### config.mk
export PLATFORM = sky130hd
export DESIGN_NAME = pcm_pwm_latch
export DESIGN_NICKNAME = d
export VERILOG_FILES = /design/src/rtl/pcm_pwm_pkg.sv /design/src/rtl/pcm_sync.sv /design/src/rtl/pcm_edge_det.sv /design/src/rtl/pcm_on_timer.sv /design/src/rtl/pcm_pwm_latch.sv
export SDC_FILE = /design/constraint.sdc
export NUM_CORES = 1
export LEC_CHECK = 0
export ABC_AREA = 1
export BUFFER_PORTS_ARGS = -buffer_cell sky130_fd_sc_hd__buf_2
export CELL_PAD_IN_SITES_DETAIL_PLACEMENT = 0
export CELL_PAD_IN_SITES_GLOBAL_PLACEMENT = 1
export CORE_MARGIN = 2
export CORE_UTILIZATION = 30
export CTS_CLUSTER_DIAMETER = 40
export CTS_CLUSTER_SIZE = 20
export DETAILED_ROUTE_END_ITERATION = 6
export GPL_ROUTABILITY_DRIVEN = 0
export PLACE_DENSITY = 0.64
export SLEW_MARGIN = 20
export SYNTH_ARGS = -nofsm -noshare
export SYNTH_HDL_FRONTEND = slang
export SYNTH_SLANG_ARGS = --single-unit
### constraint.sdc
create_clock -name clk_i -period 1.6 [get_ports clk_i]
set_input_delay 0.16 -clock clk_i [delete_from_list [all_inputs] [get_ports clk_i]]
set_output_delay 0.16 -clock clk_i [all_outputs]
set_load 0.01 [all_outputs]
### src/rtl/pcm_pwm_pkg.sv
package pcm_pwm_pkg;
  localparam int unsigned CNT_W_DEF = 8;
  localparam int unsigned SYNC_DEPTH = 2;
endpackage

### src/rtl/pcm_sync.sv
module pcm_sync #(
  parameter int unsigned STAGES = 2,
  parameter bit RST_VAL = 1'b0
) (
  input  logic clk_i,
  input  logic rst_ni,
  input  logic d_i,
  output logic q_o
);
  logic [STAGES-1:0] pipe_q;

  for (genvar g = 0; g < STAGES; g++) begin : g_stage
    always_ff @(posedge clk_i or negedge rst_ni) begin
      if (!rst_ni) pipe_q[g] <= RST_VAL;
      else if (g == 0) pipe_q[g] <= d_i;
      else pipe_q[g] <= pipe_q[(g == 0) ? 0 : g-1];
    end
  end

  assign q_o = pipe_q[STAGES-1];
endmodule

### src/rtl/pcm_edge_det.sv
module pcm_edge_det (
  input  logic clk_i,
  input  logic rst_ni,
  input  logic sig_i,
  output logic rise_o
);
  logic prev_q;

  always_ff @(posedge clk_i or negedge rst_ni) begin
    if (!rst_ni) prev_q <= 1'b0;
    else prev_q <= sig_i;
  end

  assign rise_o = sig_i & ~prev_q;

  assert_rise_single_R3: assert property (@(posedge clk_i) disable iff (!rst_ni)
    rise_o |=> !rise_o);
endmodule

### src/rtl/pcm_on_timer.sv
module pcm_on_timer #(
  parameter int unsigned CNT_W = 8
) (
  input  logic             clk_i,
  input  logic             rst_ni,
  input  logic             clear_i,
  input  logic             run_i,
  input  logic [CNT_W-1:0] blank_i,
  input  logic [CNT_W-1:0] max_i,
  output logic             blank_done_o,
  output logic             max_hit_o
);
  localparam logic [CNT_W-1:0] CNT_TOP = '1;
  logic [CNT_W-1:0] cnt_q;

  always_ff @(posedge clk_i or negedge rst_ni) begin
    if (!rst_ni) cnt_q <= '0;
    else if (clear_i) cnt_q <= '0;
    else if (run_i && cnt_q != CNT_TOP) cnt_q <= cnt_q + 1'b1;
  end

  assign blank_done_o = (cnt_q >= blank_i);
  // widen by one bit so the +1 cannot wrap
  assign max_hit_o = ({1'b0, cnt_q} + 1'b1) >= {1'b0, max_i};
endmodule

### src/rtl/pcm_pwm_latch.sv
module pcm_pwm_latch
  import pcm_pwm_pkg::*;
#(
  parameter int unsigned CNT_W = CNT_W_DEF
) (
  input  logic             clk_i,
  input  logic             rst_ni,
  input  logic             en_i,
  input  logic             cyc_clk_i,
  input  logic             cmp_ni,
  input  logic [CNT_W-1:0] blank_cnt_i,
  input  logic [CNT_W-1:0] max_on_i,
  output logic             gate_o,
  output logic             cyc_start_o
);
  logic cyc_sync, cmp_sync, cyc_rise;
  logic set_pulse, trip, blank_done, max_hit;
  logic gate_q, start_q;

  pcm_sync #(.STAGES(SYNC_DEPTH), .RST_VAL(1'b0)) u_cyc_sync (
    .clk_i(clk_i), .rst_ni(rst_ni), .d_i(cyc_clk_i), .q_o(cyc_sync));

  pcm_sync #(.STAGES(SYNC_DEPTH), .RST_VAL(1'b1)) u_cmp_sync (
    .clk_i(clk_i), .rst_ni(rst_ni), .d_i(cmp_ni), .q_o(cmp_sync));

  pcm_edge_det u_edge (
    .clk_i(clk_i), .rst_ni(rst_ni), .sig_i(cyc_sync), .rise_o(cyc_rise));

  assign set_pulse = cyc_rise & en_i;
  assign trip      = ~cmp_sync;

  pcm_on_timer #(.CNT_W(CNT_W)) u_timer (
    .clk_i(clk_i), .rst_ni(rst_ni),
    .clear_i(set_pulse), .run_i(gate_q),
    .blank_i(blank_cnt_i), .max_i(max_on_i),
    .blank_done_o(blank_done), .max_hit_o(max_hit));

  always_ff @(posedge clk_i or negedge rst_ni) begin
    if (!rst_ni) begin
      gate_q  <= 1'b0;
      start_q <= 1'b0;
    end else begin
      start_q <= set_pulse;
      if (!en_i) gate_q <= 1'b0;
      else if (set_pulse) gate_q <= ~trip;  // trip beats set
      else if (gate_q && (max_hit || (trip && blank_done))) gate_q <= 1'b0;
    end
  end

  assign gate_o      = gate_q;
  assign cyc_start_o = start_q;

  assert_gate_rise_start_R2: assert property (@(posedge clk_i) disable iff (!rst_ni)
    $rose(gate_o) |-> cyc_start_o);
  assert_start_one_clock_R4: assert property (@(posedge clk_i) disable iff (!rst_ni)
    cyc_start_o |=> !cyc_start_o);
  assert_trip_beats_set_R8: assert property (@(posedge clk_i) disable iff (!rst_ni)
    (set_pulse && trip) |=> !gate_o);
  assert_disable_off_R9: assert property (@(posedge clk_i) disable iff (!rst_ni)
    !en_i |=> (!gate_o && !cyc_start_o));
endmodule

==> impl_metrics.env <==
export IMPL_globalRouteMet1Util_pct=15.2
export IMPL_cts_tree="built"
export IMPL_worstPathRequired_ns=1.74
export IMPL_total_grt_usage_pct=11.8
export IMPL_cts_path_max_buffers=2
export IMPL_tritoncts_num_buffers=3
export IMPL_dominant_cell_type_by_area_after_synthesis="dfrtp_1"
export IMPL_detail_route_vias_per_cell=4.10
export IMPL_setup_ws_ns=-0.233
export IMPL_wl_per_cell_um=9.29
export IMPL_route_detailed_drc=0
export IMPL_async_reset_ff_share_pct=100
export IMPL_die_ar_um2=4220
export IMPL_hold_critical_path_depth=1
export IMPL_worst_path_dominant_cell_family="simple AND/OR/NAND/NOR gates"
export IMPL_netlist_top_cells_area="dfrtp_1 29%, ha_1 19%, nand2_1 12%"
export IMPL_layout_worst_path_cycle_share_pct=115
export IMPL_via_count=960
export IMPL_cap_violations=0
export IMPL_area_delta_synth_final_pct=34.8
export IMPL_nets=225
export IMPL_synth_largest_type_area_fraction_pct=29.1
export IMPL_rows=22
export IMPL_floorplan_initialDensity_pct=31.0
export IMPL_worst_r2r_setup_slack_ns=-0.23
export IMPL_final_setup_viol_count=1
export IMPL_final_cell_area_um2=1500
export IMPL_synth_cell_types=21
export IMPL_fmax_mhz=546
export IMPL_synth_seq_area_share_pct=33.9
export IMPL_cts_reportedPaths_clkPinSlew_ns=0.06
export IMPL_power_density_nw_per_um2=636
export IMPL_cpMostUsedCell="nand2_1"
export IMPL_reg2reg_from="u_timer.cnt_q[2]"
export IMPL_x_dimension_of_the_die_um=65.0
export IMPL_number_of_antenna_violations_at_the_first_check_in_global_routing=0
export IMPL_postSynthNetCount=182
export IMPL_cts_setup_buffers=0
export IMPL_worstPathArrival_ns=1.97
export IMPL_overflow=0
export IMPL_coreArea_um2=3610
export IMPL_total_power_uw=957
export IMPL_type_of_destination_of_the_critical_path="flop"
export IMPL_syn_area_per_cell_um2=7.75
export IMPL_number_of_enable_flip_flop_cells_after_synthesis=0
export IMPL_cp_max_fo=5
export IMPL_synth_ff_latch_count=15
export IMPL_period_minus_slack_ns=1.83
export IMPL_slew_limit_headroom_pct=77.5
export IMPL_busiest_layer_in_global_routing="met2"
export IMPL_ys_warn_count=0
export IMPL_leakagePower_nw=0.901
export IMPL_status="complete, but fails checks"
export IMPL_place_worst_setup_slack_ns=-0.272
export IMPL_pin_count=23
export IMPL_ys_flop_type="dfrtp_1"
export IMPL_die_y_um=65.0
export IMPL_maxSlewViolCount=0
export IMPL_ratio_of_cells_with_drive_above_1_in_the_final_layout_pct=31.7
export IMPL_htree_num_levels=1
export IMPL_global_route_usage_met3_pct=1.56
export IMPL_holdCritStartpoint="cmp_ni"
export IMPL_worst_skew_pair_late_latency_ns=0.25
export IMPL_clockRootBuffer="clkbuf_8"
export IMPL_terminating_pin_of_the_worst_hold_path="u_cmp_sync.pipe_q[0]"
export IMPL_timing_critical_path_buf_inv=2
export IMPL_worst_pin_slew_ns=0.338
export IMPL_grt_met2_usage_pct=19.3
export IMPL_holdCritPathClass="primary input to flop"
export IMPL_place_hpwl_mm=1.80
export IMPL_drt_antenna_violating_nets=0
export IMPL_reg2reg_to="gate_o"
export IMPL_grt_first_pass_wirelength_mm=3.84
export IMPL_grt_start_max_net_pins=16
export IMPL_violations="negative setup slack"
export IMPL_path_class="flop to flop"
export IMPL_drt_wl_total_mm=2.17
export IMPL_first_pass_iters=4
export IMPL_worst_setup_path_start_kind="flop"
export IMPL_synth_area_um2=1120
export IMPL_port_buffer_count=22
export IMPL_num_antenna_cells=0
export IMPL_crit_slowest_cell="dfrtp_2"
export IMPL_timing_final_hold_violations=0
export IMPL_postPlaceCellArea_um2=1400
export IMPL_nFillCells=372
export IMPL_critPathMaxStageDelay_ns=0.45
export IMPL_peakVddDrop_v=0.000155
export IMPL_clkSinkCount=15
export IMPL_skew_ns=0.00180
export IMPL_drt_iter0_drc=37
export IMPL_reg2reg_depth=13
export IMPL_hold_slack_ns=0.00774
export IMPL_synthesis_instances=144
export IMPL_cp_cell_sequence="nand3_1 > nor3_2 > or2_2 > nand2_1 > inv_1 > ha_1 > nand2_1 > inv_1 > nand2_1 > nand2_1 > nand2_1 > nand3_1 > nand2_1"
export IMPL_number_of_global_route_vias_before_repair=911
export IMPL_grt_setup_unrepaired="true"
==> Yosys cell counts (2+ instances only) <==
master	count
a21oi_1	4
nor2_1	5
ha_1	17
nand3_1	9
o22ai_1	3
o21ai_2	2
inv_1	36
nand3_2	3
dfstp_2	2
dfrtp_1	13
nand2_1	37
xor2_1	4
==> worst max path at each step <==
stage	from	end	slack [ns]	depth (start not counted)
2_1_floorplan	u_timer.cnt_q[1]	gate_o	-0.14	14
3_3_place_gp	u_timer.cnt_q[2]	gate_o	-0.21	11
3_5_place_dp	u_timer.cnt_q[1]	gate_o	-0.27	14
4_1_cts	u_timer.cnt_q[0]	gate_o	-0.25	14
5_1_grt	u_timer.cnt_q[2]	gate_o	-0.42	13
6_report	u_timer.cnt_q[2]	gate_o	-0.23	13
==> flip-flops by register name, summed over array words and instances (netlist names) <==
name,count
cyc_start_o,1
u_cmp_sync.pipe_q,1
u_edge.prev_q,1
u_cyc_sync.pipe_q,1
u_timer.cnt_q,8
u_cyc_sync.q_o,1
u_cmp_sync.q_o,1
gate_o,1
==> power breakdown <==
| group | switching (mW) | leakage (nW) | internal (mW) |
|---|---|---|---|
| combinational | 0.114 | 0.684 | 0.112 |
| clock | 0.134 | 0.0255 | 0.172 |
| sequential | 0.0218 | 0.192 | 0.403 |
| total | 0.269 | 0.901 | 0.688 |
==> per-stage QoR <==
step                cells  utilization, %  TNS (ns)
floorplan             144               -    -0.143
global placement      229            38.9    -0.208
detailed placement    229            38.9    -0.272
CTS                   234            40.9    -0.251
global route          234            41.7    -0.424
finish                234            41.7    -0.233
==> logic make-up after synthesis <==
kind of cell | after synthesis | synth area share [%]
simple gates | 61 | 25.7
flops | 15 | 33.9
xor+xnor | 4 | 3.14
fa+ha+maj | 17 | 19.1
buf+inv | 36 | 12.1
compound gates | 11 | 6.17
==> cell type report <==
class	count	area, um^2	area share [%]
Tap cell	48	60.1	3.99
Sequential cell	15	379	25.2
Timing Repair Buffer	38	233	15.5
Inverter	36	135	8.99
Multi-Input combinational cell	93	651	43.3
Clock inverter	1	5.00	0.333
Clock buffer	3	41.3	2.75
==> per-layer routing <==
metal  up-vias  share of wire [%]
met5         -                  0
met1       416                 49
met4         0                2.1
li1        527                  -
met3         4                2.2
met2        13                 47
==> cell usage in the layout, fill, tap and decap left out <==
master         count
nand2_1           37
nand2_2            1
nand3b_1           1
nor2_2             1
nand4_1            1
dfstp_2            2
xor2_1             2
nand2_4            1
nand3_4            1
nand3_1            9
a21oi_1            4
ha_4               2
nor2_1             5
nor3_2             1
dlygate4sd3_1      1
o21ai_1            1
buf_4             15
dfrtp_1           12
clkbuf_8           3
dfrtp_2            1
o21ai_2            2
inv_2              1
buf_2             22
nand3_2            2
clkinv_2           1
or2_2              1
inv_1             35
o21a_1             1
o22ai_1            3
xor2_2             2
ha_1              15
==> what timing repair did <==
item | 4_1_cts | 5_1_grt
pin swaps | 2 | 1
cloned | 0 | 0
hold buffers | 1 | 0
endpoints found under the setup margin | 1 | 2
hold endpoints to repair | 13 | 0
resized for setup | 3 | 4
No activity file was read; power rests on OpenSTA's default activity.
